**config.mk**
```make
export PLATFORM = sky130hd
export DESIGN_NAME = rlink_tx
export DESIGN_NICKNAME = d
export VERILOG_FILES = /design/src/rtl/rlink_pkg.sv /design/src/rtl/rlink_replay_store.sv /design/src/rtl/rlink_window.sv /design/src/rtl/rlink_framer.sv /design/src/rtl/rlink_tx.sv
export SDC_FILE = /design/constraint.sdc
export NUM_CORES = 2
export LEC_CHECK = 0
export ABC_CLOCK_PERIOD_IN_PS = 7050
export BUFFER_PORTS_ARGS = -buffer_cell sky130_fd_sc_hd__buf_2
export CAP_MARGIN = 20
export CORE_AREA = 2 2 612 614
export CTS_CLUSTER_DIAMETER = 80
export DETAILED_ROUTE_END_ITERATION = 10
export DIE_AREA = 0 0 614 616
export PLACE_DENSITY = 0.7
export SLEW_MARGIN = 20
export SYNTH_ARGS = -nofsm -noshare
export SYNTH_HDL_FRONTEND = slang
export SYNTH_HIERARCHICAL = 1
export SYNTH_MEMORY_MAX_BITS = 65536
export SYNTH_SLANG_ARGS = --single-unit
export TNS_END_PERCENT = 50
```
**constraint.sdc**
```tcl
create_clock -name clk -period 7.05 [get_ports clk]
set_clock_uncertainty 0.05 [all_clocks]
set_input_delay 0.705 -clock clk [delete_from_list [all_inputs] [get_ports clk]]
set_output_delay 0.705 -clock clk [all_outputs]
set_load 0.005 [all_outputs]
```
**src/rtl/rlink_pkg.sv**
```systemverilog
package rlink_pkg;

    localparam logic [31:0] CRC_POLY = 32'hEDB88320;
    localparam logic [31:0] CRC_INIT = 32'hFFFFFFFF;
    localparam logic [7:0]  HDR_MARK = 8'hC3;

    typedef enum logic [1:0] {
        FR_IDLE,
        FR_HDR,
        FR_PAY,
        FR_CRC
    } fr_state_e;

    // one word of reflected CRC-32, bit 0 of the word first
    function automatic logic [31:0] crc_step(input logic [31:0] c, input logic [31:0] w);
        logic [31:0] r;
        r = c;
        for (int i = 0; i < 32; i++) begin
            if (r[0] ^ w[i]) r = (r >> 1) ^ CRC_POLY;
            else             r = r >> 1;
        end
        return r;
    endfunction

endpackage

```
**src/rtl/rlink_replay_store.sv**
```systemverilog
module rlink_replay_store #(
    parameter int DEPTH     = 4,
    parameter int PAY_WORDS = 32,
    parameter int VC_W      = 3,
    localparam int IDX_W    = $clog2(DEPTH),
    localparam int WI_W     = $clog2(PAY_WORDS)
) (
    input  logic             clk,
    input  logic             rst_n,
    input  logic             in_valid,
    input  logic [31:0]      in_data,
    input  logic [VC_W-1:0]  in_vc,
    input  logic             fill_ok,
    input  logic [IDX_W-1:0] wr_slot,
    output logic             in_ready,
    output logic             pkt_done,
    input  logic [IDX_W-1:0] rd_slot,
    input  logic [WI_W-1:0]  rd_word,
    output logic [31:0]      rd_data,
    output logic [VC_W-1:0]  rd_vc
);

    localparam logic [WI_W-1:0] LAST_W = WI_W'(PAY_WORDS - 1);

    typedef struct packed {
        logic [WI_W-1:0] widx;
    } st_t;

    st_t s_d, s_q;
    logic acc;

    logic [31:0]     mem_q [DEPTH][PAY_WORDS];
    logic [VC_W-1:0] vc_q  [DEPTH];

    assign in_ready = fill_ok;
    assign acc      = in_valid && fill_ok;
    assign pkt_done = acc && (s_q.widx == LAST_W);
    assign rd_data  = mem_q[rd_slot][rd_word];
    assign rd_vc    = vc_q[rd_slot];

    always_comb begin
        s_d = s_q;
        if (acc) begin
            if (s_q.widx == LAST_W) s_d.widx = '0;
            else                    s_d.widx = s_q.widx + 1'b1;
        end
    end

    always_ff @(posedge clk) begin
        if (!rst_n) s_q <= '0;
        else        s_q <= s_d;
    end

    always_ff @(posedge clk) begin
        if (acc) begin
            mem_q[wr_slot][s_q.widx] <= in_data;
            if (s_q.widx == '0) vc_q[wr_slot] <= in_vc;
        end
    end

endmodule

```
**src/rtl/rlink_window.sv**
```systemverilog
module rlink_window #(
    parameter int DEPTH  = 4,
    localparam int IDX_W = $clog2(DEPTH),
    localparam int PTR_W = IDX_W + 1
) (
    input  logic             clk,
    input  logic             rst_n,
    input  logic             pkt_done,
    input  logic             fb_valid,
    input  logic             fb_nack,
    input  logic [IDX_W-1:0] fb_seq,
    input  logic             take,
    input  logic             busy,
    input  logic [PTR_W-1:0] cur_ptr,
    output logic [IDX_W-1:0] wr_slot,
    output logic             fill_ok,
    output logic             pend,
    output logic [PTR_W-1:0] send_ptr,
    output logic [PTR_W-1:0] occ
);

    localparam logic [PTR_W-1:0] FULL_OCC = PTR_W'(DEPTH);
    localparam logic [PTR_W-1:0] ONE      = PTR_W'(1);

    typedef struct packed {
        logic [PTR_W-1:0] head;
        logic [PTR_W-1:0] tail;
        logic [PTR_W-1:0] send;
        logic [PTR_W-1:0] hw;
        logic [PTR_W-1:0] rw_tgt;
        logic             rw_pend;
    } st_t;

    st_t s_d, s_q;

    logic [IDX_W-1:0] k;
    logic [PTR_W-1:0] n_full, n_next, d_n, d_hw, d_next, d_send, d_rw;
    logic             fb_hit;

    assign occ      = s_q.head - s_q.tail;
    assign wr_slot  = s_q.head[IDX_W-1:0];
    assign send_ptr = s_q.send;
    assign pend     = (s_q.send != s_q.head) && !s_q.rw_pend;
    // a slot freed under a packet still on the wire is not refilled yet
    assign fill_ok  = (occ != FULL_OCC) &&
                      !(busy && (s_q.head[IDX_W-1:0] == cur_ptr[IDX_W-1:0]) &&
                        (s_q.head != cur_ptr));

    always_comb begin
        s_d    = s_q;
        k      = fb_seq - s_q.tail[IDX_W-1:0];
        n_full = s_q.tail + {{(PTR_W-IDX_W){1'b0}}, k};
        n_next = n_full + ONE;
        d_n    = n_full - s_q.tail;
        d_hw   = s_q.hw - s_q.tail;
        d_next = d_n + ONE;
        fb_hit = fb_valid && (d_n < d_hw);

        if (!busy && s_q.rw_pend) begin
            s_d.send    = s_q.rw_tgt;
            s_d.rw_pend = 1'b0;
        end else if (take) begin
            s_d.send = s_q.send + ONE;
            if (s_q.send == s_q.hw) s_d.hw = s_q.hw + ONE;
        end

        d_send = s_d.send - s_q.tail;
        d_rw   = s_d.rw_tgt - s_q.tail;

        if (fb_hit && !fb_nack) begin
            s_d.tail = n_next;
            if (d_send < d_next) s_d.send = n_next;
            if (s_d.rw_pend && (d_rw < d_next)) s_d.rw_tgt = n_next;
        end
        if (fb_hit && fb_nack) begin
            s_d.rw_pend = 1'b1;
            s_d.rw_tgt  = n_full;
        end

        if (pkt_done) s_d.head = s_q.head + ONE;
    end

    always_ff @(posedge clk) begin
        if (!rst_n) s_q <= '0;
        else        s_q <= s_d;
    end

endmodule

```
**src/rtl/rlink_framer.sv**
```systemverilog
module rlink_framer
    import rlink_pkg::*;
#(
    parameter int DEPTH     = 4,
    parameter int PAY_WORDS = 32,
    parameter int VC_W      = 3,
    localparam int IDX_W    = $clog2(DEPTH),
    localparam int PTR_W    = IDX_W + 1,
    localparam int WI_W     = $clog2(PAY_WORDS)
) (
    input  logic             clk,
    input  logic             rst_n,
    input  logic             pend,
    input  logic [PTR_W-1:0] send_ptr,
    input  logic [31:0]      rd_data,
    input  logic [VC_W-1:0]  rd_vc,
    input  logic             tx_ready,
    output logic             take,
    output logic             busy,
    output logic [PTR_W-1:0] cur_ptr,
    output logic [IDX_W-1:0] rd_slot,
    output logic [WI_W-1:0]  rd_word,
    output logic             tx_valid,
    output logic [31:0]      tx_data,
    output logic             tx_first
);

    localparam logic [WI_W-1:0] LAST_W = WI_W'(PAY_WORDS - 1);

    typedef struct packed {
        fr_state_e        state;
        logic [PTR_W-1:0] cur;
        logic [WI_W-1:0]  widx;
        logic [31:0]      crc;
    } st_t;

    st_t s_d, s_q;
    logic [31:0] hdr;

    assign take     = (s_q.state == FR_IDLE) && pend;
    assign busy     = (s_q.state != FR_IDLE);
    assign cur_ptr  = s_q.cur;
    assign rd_slot  = s_q.cur[IDX_W-1:0];
    assign rd_word  = s_q.widx;
    assign tx_valid = busy;
    assign tx_first = (s_q.state == FR_HDR);

    always_comb begin
        hdr                = '0;
        hdr[31:24]         = HDR_MARK;
        hdr[8 +: VC_W]     = rd_vc;
        hdr[IDX_W-1:0]     = s_q.cur[IDX_W-1:0];
    end

    always_comb begin
        case (s_q.state)
            FR_HDR:  tx_data = hdr;
            FR_PAY:  tx_data = rd_data;
            FR_CRC:  tx_data = ~s_q.crc;
            default: tx_data = '0;
        endcase
    end

    always_comb begin
        s_d = s_q;
        case (s_q.state)
            FR_IDLE: begin
                if (take) begin
                    s_d.state = FR_HDR;
                    s_d.cur   = send_ptr;
                    s_d.widx  = '0;
                    s_d.crc   = CRC_INIT;
                end
            end
            FR_HDR: begin
                if (tx_ready) begin
                    s_d.crc   = crc_step(s_q.crc, hdr);
                    s_d.state = FR_PAY;
                end
            end
            FR_PAY: begin
                if (tx_ready) begin
                    s_d.crc = crc_step(s_q.crc, rd_data);
                    if (s_q.widx == LAST_W) s_d.state = FR_CRC;
                    else                    s_d.widx  = s_q.widx + 1'b1;
                end
            end
            default: begin
                if (tx_ready) s_d.state = FR_IDLE;
            end
        endcase
    end

    always_ff @(posedge clk) begin
        if (!rst_n) begin
            s_q       <= '0;
            s_q.state <= FR_IDLE;
        end else begin
            s_q <= s_d;
        end
    end

endmodule

```
**src/rtl/rlink_tx.sv**
```systemverilog
module rlink_tx #(
    parameter int DEPTH     = 4,
    parameter int PAY_WORDS = 32,
    parameter int VC_W      = 3,
    localparam int IDX_W    = $clog2(DEPTH),
    localparam int PTR_W    = IDX_W + 1,
    localparam int WI_W     = $clog2(PAY_WORDS)
) (
    input  logic             clk,
    input  logic             rst_n,
    input  logic             in_valid,
    output logic             in_ready,
    input  logic [31:0]      in_data,
    input  logic [VC_W-1:0]  in_vc,
    input  logic             fb_valid,
    input  logic             fb_nack,
    input  logic [IDX_W-1:0] fb_seq,
    output logic             tx_valid,
    input  logic             tx_ready,
    output logic [31:0]      tx_data,
    output logic             tx_first
);

    logic             fill_ok, pkt_done, pend, take, busy;
    logic [IDX_W-1:0] wr_slot, rd_slot;
    logic [WI_W-1:0]  rd_word;
    logic [31:0]      rd_data;
    logic [VC_W-1:0]  rd_vc;
    logic [PTR_W-1:0] send_ptr, cur_ptr, occ;

    rlink_replay_store #(.DEPTH(DEPTH), .PAY_WORDS(PAY_WORDS), .VC_W(VC_W)) u_store (
        .clk      (clk),
        .rst_n    (rst_n),
        .in_valid (in_valid),
        .in_data  (in_data),
        .in_vc    (in_vc),
        .fill_ok  (fill_ok),
        .wr_slot  (wr_slot),
        .in_ready (in_ready),
        .pkt_done (pkt_done),
        .rd_slot  (rd_slot),
        .rd_word  (rd_word),
        .rd_data  (rd_data),
        .rd_vc    (rd_vc)
    );

    rlink_window #(.DEPTH(DEPTH)) u_win (
        .clk      (clk),
        .rst_n    (rst_n),
        .pkt_done (pkt_done),
        .fb_valid (fb_valid),
        .fb_nack  (fb_nack),
        .fb_seq   (fb_seq),
        .take     (take),
        .busy     (busy),
        .cur_ptr  (cur_ptr),
        .wr_slot  (wr_slot),
        .fill_ok  (fill_ok),
        .pend     (pend),
        .send_ptr (send_ptr),
        .occ      (occ)
    );

    rlink_framer #(.DEPTH(DEPTH), .PAY_WORDS(PAY_WORDS), .VC_W(VC_W)) u_frm (
        .clk      (clk),
        .rst_n    (rst_n),
        .pend     (pend),
        .send_ptr (send_ptr),
        .rd_data  (rd_data),
        .rd_vc    (rd_vc),
        .tx_ready (tx_ready),
        .take     (take),
        .busy     (busy),
        .cur_ptr  (cur_ptr),
        .rd_slot  (rd_slot),
        .rd_word  (rd_word),
        .tx_valid (tx_valid),
        .tx_data  (tx_data),
        .tx_first (tx_first)
    );

endmodule

```
==> flow_summary.json <==
{
  "critPathRequiredTime_ps": 7760,
  "grt_use_met1_pct": 32.6,
  "vias_per_cell": 6.23,
  "dieArea_um2": 378000,
  "final_hold_viol_count": 0,
  "netlist_instances": 7063,
  "crit_chain": "buf_12, buf_12, buf_4, mux4_2, mux4_2, mux4_2, mux2_2, xnor2_1, xnor2_1, xnor3_1, xnor3_1, xnor3_1, xnor2_1, xor3_1, a221o_1, a22oi_1, nor2_1",
  "worstPathMaxFanout": 42,
  "crit_path_end_kind": "flip-flop",
  "area_delta_synth_final_pct": 13.4,
  "post_cts_buffers": 0,
  "drtAntennaViolNets": 0,
  "min_path_type": "in2reg",
  "fp.dieW_um": 614,
  "startpoint": "u_frm/rd_word[0]$_SDFFE_PN0P_",
  "drt_iter0_markers": 12100,
  "reg2reg_slack_ps": 110,
  "fp.dieH_um": 616,
  "maxCapViolations": 0,
  "ys_warn_count": 6,
  "met2_usage_pct": 35.9,
  "cts-root-buf": "clkbuf_16",
  "worst-path-buf-inv": 3,
  "cts_buffers": 395,
  "hpwl_um": 266000,
  "finalCritPeriodShare_pct": 98.4,
  "finalSetupViolCount": 0,
  "cts_htree_levels": 5,
  "wl_um": 441000,
  "rsz0062_at_grt": "false",
  "core_area_um2": 371000,
  "grt_use_total_pct": 23.2,
  "avgSynthCellArea_um2": 23.6,
  "regToRegStartpoint": "u_frm/rd_word[0]$_SDFFE_PN0P_",
  "pin_count": 78,
  "drt_pass1_iterations": 6,
  "cts_max_path_buffers": 4,
  "crit_path_max_incr_delay_ps": 640,
  "synthesis.nets": 7140,
  "max_slew_margin_pct": 21.4,
  "grt_pass1_vias": 79900,
  "fillers": 28100,
  "cp_slowest_cell": "dfxtp_4",
  "syn-cell-area_um2": 167000,
  "busiest_layer": "met2",
  "use_met3_pct": 5.91,
  "path_depth": 17,
  "grt_pass1_wl_um": 618000,
  "cts_tree": "yes",
  "vias": 80200,
  "r2r-end": "u_frm/s_q[26]$_SDFFE_PN0P_",
  "grt_antenna_before_repair": 38,
  "placement.io_buffers": 77,
  "path_class": "reg2reg",
  "worst_pin_slew_ps": 1170,
  "drive_gt1_share_pct": 32.8,
  "wl_per_cell_um": 34.2,
  "critical_path.top_delay_family": "XOR/XNOR gates",
  "max_freq_mhz": 144,
  "setup_tns_ps": 0,
  "crit_arrival_ps": 7650,
  "drv_slew": 0,
  "cp-start-kind": "flip-flop",
  "num_rows": 224,
  "clkSinkCount": 4171,
  "ff2ff_path_depth": 17,
  "critPathCapture": "u_frm/s_q[26]$_SDFFE_PN0P_",
  "clock_latency_ps": 910,
  "grt_max_degree": 129,
  "period_needed_ps": 6940,
  "gp_congestion": 0.934,
  "start_util_pct": 44.9,
  "clk_pin_slew_ps": 60,
  "nets": 7644,
  "drcViolationCount": 0,
  "status": "finished clean",
  "grt_overflow_total": 0
}
## what timing repair did
item	4_1_cts	5_1_grt
hold buffers	3	0
resized for setup	0	3
endpoints found under the hold margin	12	0
endpoints found under the setup margin	0	1
## how the worst min path moves through the flow
stage	from	endpoint	slack [ps]	cells after the start
3_3_place_gp	u_frm/cur_ptr[2]$_SDFFE_PN0P_	u_frm/cur_ptr[2]$_SDFFE_PN0P_	420	2
3_5_place_dp	u_frm/cur_ptr[2]$_SDFFE_PN0P_	u_frm/cur_ptr[2]$_SDFFE_PN0P_	470	2
5_1_grt	in_valid	u_store/s_q[4]$_SDFFE_PN0N_	70	3
2_1_floorplan	u_frm/cur_ptr[2]$_SDFFE_PN0P_	u_frm/cur_ptr[2]$_SDFFE_PN0P_	390	2
6_report	fb_nack	u_win/s_q[0]$_SDFF_PN0_	80	3
4_1_cts	fb_nack	u_win/s_q[0]$_SDFF_PN0_	30	3
## layout by cell type, fill, tap and decap left out, types with 62 or more instances in the layout
master and instances:
clkinv_1 98, clkbuf_1 76, clkinv_2 62, nor2_4 128, clkbuf_16 400, xor2_1 91
edfxtp_1 4108, xnor3_1 83, buf_4 395, mux4_2 1347, nand2_1 70, xnor2_1 324
## state kept, by name, indices dropped and copies added (netlist names)
register and count:
u_frm/rd_word 5, u_win/send_ptr 3, u_frm/s_q 34, u_frm/cur_ptr 3, u_store/s_q 5, u_win/wr_slot 2
u_store/vc_q 12, u_store/mem_q 4096, u_win/s_q 11
## worst reg2reg max path, stage by stage, from the launching register on
cell	delay, ps
dfxtp_4	640
buf_12	310
buf_12	400
buf_4	340
mux4_2	370
mux4_2	560
mux4_2	640
mux2_2	400
xnor2_1	490
xnor2_1	200
xnor3_1	290
xnor3_1	460
xnor3_1	310
xnor2_1	280
xor3_1	460
a221o_1	300
a22oi_1	230
nor2_1	80
## per-stage QoR
stage | cells | area (µm²) | hold slack (ps) | worst slack (ps) | util, %
CTS | 12900 | 189000 | 26.8 | 122 | 50.8
floorplan | 7063 | 167000 | 387 | 278 | -
finish | 12900 | 189000 | 82.9 | 110 | 50.9
global route | 12900 | 189000 | 74.7 | 19.1 | 50.8
global placement | 12100 | 176000 | 416 | 164 | 47.5
detailed placement | 12100 | 176000 | 472 | 163 | 47.5
## routing by layer
layer,vias up,routed length (µm),share of wire [%]
met4,26,14000,3.2
met3,737,52700,12
met2,5032,207000,47
li1,31100,-,-
met1,43400,167000,38
met5,-,172,0.039
## layout make-up
cell class | count | area, µm² | share of cell area [%]
sequential | 4171 | 125000 | 66.0
multi-input combinational | 2445 | 41000 | 21.7
clock buffer | 476 | 10300 | 5.45
tap | 4972 | 6220 | 3.29
timing repair buffer | 500 | 4330 | 2.30
clock inverter | 235 | 2060 | 1.09
inverter | 54 | 203 | 0.107
antenna | 25 | 62.6 | 0.0331
Power is left out: the tool's default activity adds up to more than one toggle a clock period on the data nets, which glitch-free logic cannot reach.
